===== config.mk =====
export PLATFORM = sky130hd
export DESIGN_NAME = led_fault_supervisor
export DESIGN_NICKNAME = d
export VERILOG_FILES = /design/src/rtl/lfs_pkg.sv /design/src/rtl/lfs_sync.sv /design/src/rtl/lfs_tick_qual.sv /design/src/rtl/led_fault_supervisor.sv
export SDC_FILE = /design/constraint.sdc
export NUM_CORES = 1
export LEC_CHECK = 0
export ABC_AREA = 1
export ABC_CLOCK_PERIOD_IN_PS = 3200
export BUFFER_PORTS_ARGS = -buffer_cell sky130_fd_sc_hd__buf_2
export CORE_MARGIN = 1.5
export CORE_UTILIZATION = 45
export DETAILED_ROUTE_END_ITERATION = 8
export PLACE_DENSITY = 0.65
export SYNTH_ARGS = -nofsm -noshare
export SYNTH_HDL_FRONTEND = slang
export SYNTH_SLANG_ARGS = --single-unit

===== constraint.sdc =====
create_clock -name clk -period 3.2 [get_ports clk]
set_clock_uncertainty 0.05 [all_clocks]
set_input_delay 0.32 -clock clk [delete_from_list [all_inputs] [get_ports clk]]
set_output_delay 0.32 -clock clk [all_outputs]
set_load 0.005 [all_outputs]

===== src/rtl/lfs_pkg.sv =====
package lfs_pkg;
   // Global flags carried through the synchroniser, one bit each.
   typedef struct packed {
      logic en;
      logic uvlo;
      logic tsd;
      logic ocp;
      logic ovp_trip;
      logic ovp_open;
      logic ovp_short;
      logic pwm;
      logic ch2_off;
   } glob_flags_t;

   localparam int GLOB_W = $bits(glob_flags_t);
endpackage


===== src/rtl/lfs_sync.sv =====
module lfs_sync #(
   parameter int W      = 1,
   parameter int STAGES = 2
) (
   input  logic         clk,
   input  logic         rst_n,
   input  logic [W-1:0] d,
   output logic [W-1:0] q
);
   if (STAGES < 2) begin : g_bad_stages
      $error("lfs_sync: STAGES must be at least 2");
   end

   logic [W-1:0] stage_q [STAGES];

   for (genvar s = 0; s < STAGES; s++) begin : g_stage
      always_ff @(posedge clk or negedge rst_n) begin
         if (!rst_n) stage_q[s] <= '0;
         else if (s == 0) stage_q[s] <= d;
         else stage_q[s] <= stage_q[(s == 0) ? 0 : s-1];
      end
   end

   assign q = stage_q[STAGES-1];
endmodule


===== src/rtl/lfs_tick_qual.sv =====
module lfs_tick_qual #(
   parameter int LIMIT = 32770
) (
   input  logic clk,
   input  logic rst_n,
   input  logic cond,
   input  logic adv,
   output logic done
);
   if (LIMIT < 2) begin : g_bad_limit
      $error("lfs_tick_qual: LIMIT must be at least 2");
   end

   localparam int CW = $clog2(LIMIT);
   localparam logic [CW-1:0] LAST = CW'(LIMIT - 1);

   logic [CW-1:0] cnt_q;
   logic          at_last;

   assign at_last = (cnt_q == LAST);
   assign done    = cond & adv & at_last;

   always_ff @(posedge clk or negedge rst_n) begin
      if (!rst_n)      cnt_q <= '0;
      else if (!cond)  cnt_q <= '0;
      else if (adv)    cnt_q <= at_last ? '0 : cnt_q + 1'b1;
   end


   qual_clear_chk: assert property (@(posedge clk) disable iff (!rst_n)
      !cond |=> cnt_q == '0);

   qual_hold_chk: assert property (@(posedge clk) disable iff (!rst_n)
      cond && !adv |=> $stable(cnt_q));

   qual_range_chk: assert property (@(posedge clk) disable iff (!rst_n)
      cnt_q <= LAST);
endmodule


===== src/rtl/led_fault_supervisor.sv =====
module led_fault_supervisor
   import lfs_pkg::*;
#(
   parameter int NUM_CH      = 2,
   parameter int QUAL_TICKS  = 32770,
   parameter int SYNC_STAGES = 2
) (
   input  logic              clk,
   input  logic              rst_n,
   input  logic              en_i,
   input  logic              uvlo_i,
   input  logic              tsd_i,
   input  logic              ocp_i,
   input  logic              ovp_trip_i,
   input  logic              ovp_open_lvl_i,
   input  logic              ovp_short_lvl_i,
   input  logic              pwm_i,
   input  logic              ch2_off_i,
   input  logic              sw_tick_i,
   input  logic [NUM_CH-1:0] led_lo_i,
   input  logic [NUM_CH-1:0] led_hi_i,
   output logic [NUM_CH-1:0] ch_en_o,
   output logic              shutdown_o,
   output logic              ss_discharge_o,
   output logic              fail1_n_o,
   output logic              fail2_n_o
);
   if (NUM_CH < 2) begin : g_bad_ch
      $error("led_fault_supervisor: NUM_CH must be at least 2");
   end

   localparam int SW = GLOB_W + 2*NUM_CH;

   glob_flags_t      g_raw, g_s;
   logic [NUM_CH-1:0] lo_s, hi_s;
   logic [SW-1:0]    sync_d, sync_q;

   assign g_raw = '{en: en_i, uvlo: uvlo_i, tsd: tsd_i, ocp: ocp_i,
                    ovp_trip: ovp_trip_i, ovp_open: ovp_open_lvl_i,
                    ovp_short: ovp_short_lvl_i, pwm: pwm_i, ch2_off: ch2_off_i};
   assign sync_d = {g_raw, led_lo_i, led_hi_i};

   lfs_sync #(.W(SW), .STAGES(SYNC_STAGES)) u_sync (
      .clk(clk), .rst_n(rst_n), .d(sync_d), .q(sync_q));

   assign {g_s, lo_s, hi_s} = sync_q;

   // Fault clearing and global run state
   logic clear_s, scp_l, run, scp_cond, scp_done;
   logic [NUM_CH-1:0] act, ch_run, open_l, short_l, short_done;

   assign clear_s = ~g_s.en | g_s.uvlo;
   assign run     = g_s.en & ~g_s.uvlo & ~g_s.tsd & ~scp_l;

   // Global short-circuit qualification
   assign scp_cond = |(ch_run & lo_s);

   lfs_tick_qual #(.LIMIT(QUAL_TICKS)) u_scp_qual (
      .clk(clk), .rst_n(rst_n), .cond(scp_cond), .adv(sw_tick_i),
      .done(scp_done));

   always_ff @(posedge clk or negedge rst_n) begin
      if (!rst_n)        scp_l <= 1'b0;
      else if (clear_s)  scp_l <= 1'b0;
      else if (scp_done) scp_l <= 1'b1;
   end

   // Per-channel open and short supervision
   for (genvar i = 0; i < NUM_CH; i++) begin : g_ch
      logic short_cond;

      if (i == 0) begin : g_fixed
         assign act[i] = 1'b1;
      end else begin : g_switchable
         assign act[i] = ~g_s.ch2_off;
      end

      assign ch_run[i]  = act[i] & run & ~open_l[i] & ~short_l[i];
      assign short_cond = ch_run[i] & hi_s[i] & g_s.ovp_short;

      lfs_tick_qual #(.LIMIT(QUAL_TICKS)) u_short_qual (
         .clk(clk), .rst_n(rst_n), .cond(short_cond),
         .adv(sw_tick_i & g_s.pwm), .done(short_done[i]));

      always_ff @(posedge clk or negedge rst_n) begin
         if (!rst_n) begin
            open_l[i]  <= 1'b0;
            short_l[i] <= 1'b0;
         end else if (clear_s) begin
            open_l[i]  <= 1'b0;
            short_l[i] <= 1'b0;
         end else begin
            if (ch_run[i] & lo_s[i] & g_s.ovp_open) open_l[i]  <= 1'b1;
            if (short_done[i])                      short_l[i] <= 1'b1;
         end
      end


      open_src_chk: assert property (@(posedge clk) disable iff (!rst_n)
         $rose(open_l[i]) |-> $past(act[i] && g_s.ovp_open && lo_s[i]));

      short_src_chk: assert property (@(posedge clk) disable iff (!rst_n)
         $rose(short_l[i]) |-> $past(g_s.pwm && sw_tick_i && act[i]));
   end

   // Outputs
   assign ch_en_o        = ch_run;
   assign shutdown_o     = ~run;
   assign ss_discharge_o = ~run | g_s.ovp_trip | g_s.ocp;
   assign fail1_n_o      = ~(g_s.uvlo | g_s.tsd | g_s.ovp_trip | scp_l);
   assign fail2_n_o      = ~(|open_l | |short_l);


   scp_hold_chk: assert property (@(posedge clk) disable iff (!rst_n)
      scp_l && !clear_s |=> scp_l);

   scp_src_chk: assert property (@(posedge clk) disable iff (!rst_n)
      $rose(scp_l) |-> $past(scp_cond && sw_tick_i));

   ch_hold_chk: assert property (@(posedge clk) disable iff (!rst_n)
      !clear_s && (|(open_l | short_l)) |=> !fail2_n_o);
endmodule


==> metrics.csv <==
stage,metric,value,unit
run_status,status,finished clean,
power,seqPwrFrac,55.2,%
cells_and_area,most-common-layout-cells,"nand2_1, dfrtp_1, inv_1",
worst_setup_path,critPathSlowestCell,dfrtp_1,
yosys,ys_ff_latch,79,
routing,ant_nets,0,
worst_setup_path,path_max_fanout,6,
cells_and_area,fill_cells,778,
worst_setup_path,cp_cell_sequence,inv_2 -> nand2_2 -> nor2_4 -> nand2_2 -> inv_1 -> buf_2,
routing,drt-pass1-iter-count,4,
die,die_area,9180,µm²
yosys,synth_cells,454,
flow_run,cap_violations,0,
die,initial_core_util,46.9,%
yosys,synth_nets,476,
yosys,synth_warnings,0,
hold_path,holdPathStages,1,
clock_network,path_clk_slew,0.09,ns
worst_setup_path,crit_path_frequent_cell,nand2_2,
grt,grt_max_degree,80,
grt,grt_usage,19.0,%
die,rows,33,
worst_setup_path,crit_path_max_incr_delay,0.40,ns
yosys,ys_types,36,
sta,tightestPinTransition,0.965,ns
yosys,seq_area_frac_synth,51.0,%
sta,slew_viol_final,0,
sta,setup_viol,0,
grt,grt_pass1_wl,13.4,mm
placed_design,io_buffers,21,
grt,grt_pass1_vias,2991,
power,internal_power,1.41,mW
yosys,async_flop_share,100,%
clock_network,cts_buffers,9,
clock_network,insertion_delay,0.36,ns
clock_network,postCtsResizedCells,0,
sta,rsz0062_at_grt,no,
die,die-width,95.8,µm
yosys,synth_area,3870,µm²
cells_and_area,area_growth_syn_to_layout,13.1,%
clock_network,holdBufCountCts,5,
clock_network,cts.sinks,79,
power,clockPowerShare,41.4,%
hold_path,hold_path_class,input port to flop,
placed_design,globalplace.congestion,0.848,
cells_and_area,antenna_cells,0,
sta,timing.setup.tns,0,ns
routing,drc,0,
routing,vias,3052,
clock_network,cts_setup_buffers,0,
cells_and_area,post-route-util,53.1,%
cells_and_area,fin_cells,602,
worst_setup_path,cp.required,2.83,ns
sta,hold_viol_final,0,
clock_network,cts.htree.levels,3,
grt,grt_overflow,0,
yosys,synth-main-ff-cell,dfrtp_1,
die,die_h,95.8,µm
yosys,synth_edf_count,0,
cells_and_area,final_common_cell,nand2_1,
worst_setup_path,arrival,1.45,ns
placed_design,dp_hpwl,5.48,mm
routing,drt-wirelength-per-cell,12.7,µm
grt,antenna_found_initial,0,
worst_setup_path,endpoint_kind,primary output,
yosys,syn_avg_cell_area,8.54,µm²
power,powerDensity,423,nW/µm²
power,switchingPower,446,µW
sta,worst_slew_margin_rel,35.7,%
routing,drt-initial-drc-count,164,
cells_and_area,drive_above_1_share,14.5,%
routing,drt-vias-per-instance,5.07,
clock_network,cts_tree,done,
die,top_level_ports,22,
placed_design,placed_cells,578,
power,ir_drop,0.000271,V
sta,min_period_over_period,57.0,%
die,core_area,8260,µm²
sta,period_needed,1.82,ns
power,p_sw_share,24.1,%
worst_setup_path,rr_worst_depth,9,
cells_and_area,final_nets,514,
worst_setup_path,critical_path_class,flop to primary output,
clock_network,clockBufferDepth,2,
routing,routed_wl,7.62,mm
clock_network,cts-root-buf,clkbuf_8,
sta,fmax,549,MHz
power,comb_power_share,3.4,%
worst_setup_path,startpoint_type,flop,
power,leakage,1.93,nW
path summary, 6_finish.rpt:
| kind | startpoint | end | slack (ns) |
|---|---|---|---|
| worst min register to register | u_sync.stage_q[13]$_DFF_PN0_ | u_sync.q[0]$_DFF_PN0_ | 0.30 |
| min in group asynchronous | rst_n | u_scp_qual.cnt_q[13]$_DFFE_PN0P_ | 0.04 |
| worst min-delay path | led_hi_i[1] | u_sync.stage_q[14]$_DFF_PN0_ | 0.02 |
| max in group asynchronous | rst_n | g_ch[0].u_short_qual.cnt_q[2]$_DFFE_PN0P_ | 2.41 |
| worst max-delay path | u_sync.q[11]$_DFF_PN0_ | ch_en_o[0] | 1.38 |
| worst max register to register | u_sync.q[11]$_DFF_PN0_ | u_scp_qual.cnt_q[12]$_DFFE_PN0P_ | 1.39 |
registers in the layout, indices dropped and copies added, names as in the netlist:
| register | count |
|---|---|
| short_l | 2 |
| g_ch.u_short_qual.cnt_q | 32 |
| u_sync.stage_q | 13 |
| u_sync.q | 13 |
| scp_l | 1 |
| u_scp_qual.cnt_q | 16 |
| open_l | 2 |
routing by layer:
metal / track usage, % / routed length [µm] / vias to the layer above
met5: 0 / 0 / -
met4: 7.11 / 148 / 0
met3: 4.42 / 275 / 13
met2: 30.3 / 3510 / 58
met1: 25.1 / 3690 / 1441
li1: - / - / 1540
metrics by stage:
step           area, µm²  worst slack (ns)  hold WS, ns  power [mW]
6_report            4380              1.38       0.0173        1.85
5_1_grt             4380              1.24      0.00232        1.93
4_1_cts             4350              1.36      0.00153        1.88
3_5_place_dp        4100              1.40        0.285        1.10
3_3_place_gp        4100              1.49        0.284        1.10
2_1_floorplan       3870              1.73      -0.0256        1.06
power by group through the flow:
stage	Combinational (mW)	Sequential, mW	Clock [mW]
after floorplan	0.0213	1.04	0
after global placement	0.0562	1.04	0
after detailed placement	0.0571	1.04	0
after CTS	0.0616	1.02	0.792
after global routing	0.0722	1.02	0.831
final	0.0626	1.02	0.767
critical path: cells and delay by family, from the launching register on:
| family | cells | cell delay [ns] |
|---|---|---|
| flip-flops | 1 | 0.40 |
| AND/OR/NAND/NOR | 3 | 0.38 |
| buffers and inverters | 3 | 0.31 |
synth_stat cells (2+ instances only):
cell / n / area [µm²]
xnor2_1: 2 / 17.5
nand4_1: 5 / 31.3
ha_1: 6 / 75.1
o22ai_1: 10 / 62.6
dfrtp_1: 79 / 1980
inv_2: 4 / 15.0
o21ai_2: 3 / 26.3
xor2_1: 10 / 87.6
a21oi_1: 8 / 40.0
o21ai_1: 12 / 60.1
nor3_1: 5 / 25.0
nor2_4: 4 / 45.0
inv_1: 60 / 225
nand2_1: 97 / 364
nor2_1: 54 / 203
nand2_4: 2 / 22.5
o22ai_2: 9 / 113
o21ai_0: 20 / 100
nand2_2: 3 / 18.8
nand3_2: 2 / 20.0
nand3_1: 41 / 205
o21bai_1: 3 / 22.5
nor2_2: 2 / 12.5
cells by family (layout without fill, tap and decap cells):
group           count (synthesis)  count (layout)  synth area share [%]
buf+inv                        69             112                  7.07
flops                          79              79                  51.0
simple gates                  219             219                  25.5
fa+ha+maj                       6               6                  1.94
xor+xnor                       12              12                  2.71
compound gates                 69              69                  11.8
final cells by class:
cell class / count / area (µm²) / share of cell area [%]
Clock buffer: 9 / 124 / 2.83
Tap cell: 105 / 131 / 3.00
Inverter: 67 / 258 / 5.88
Clock inverter: 7 / 80.1 / 1.83
Timing Repair Buffer: 29 / 188 / 4.28
Multi-Input combinational cell: 306 / 1620 / 37.1
Sequential cell: 79 / 1980 / 45.1
No activity file was read; power rests on OpenSTA's default activity.
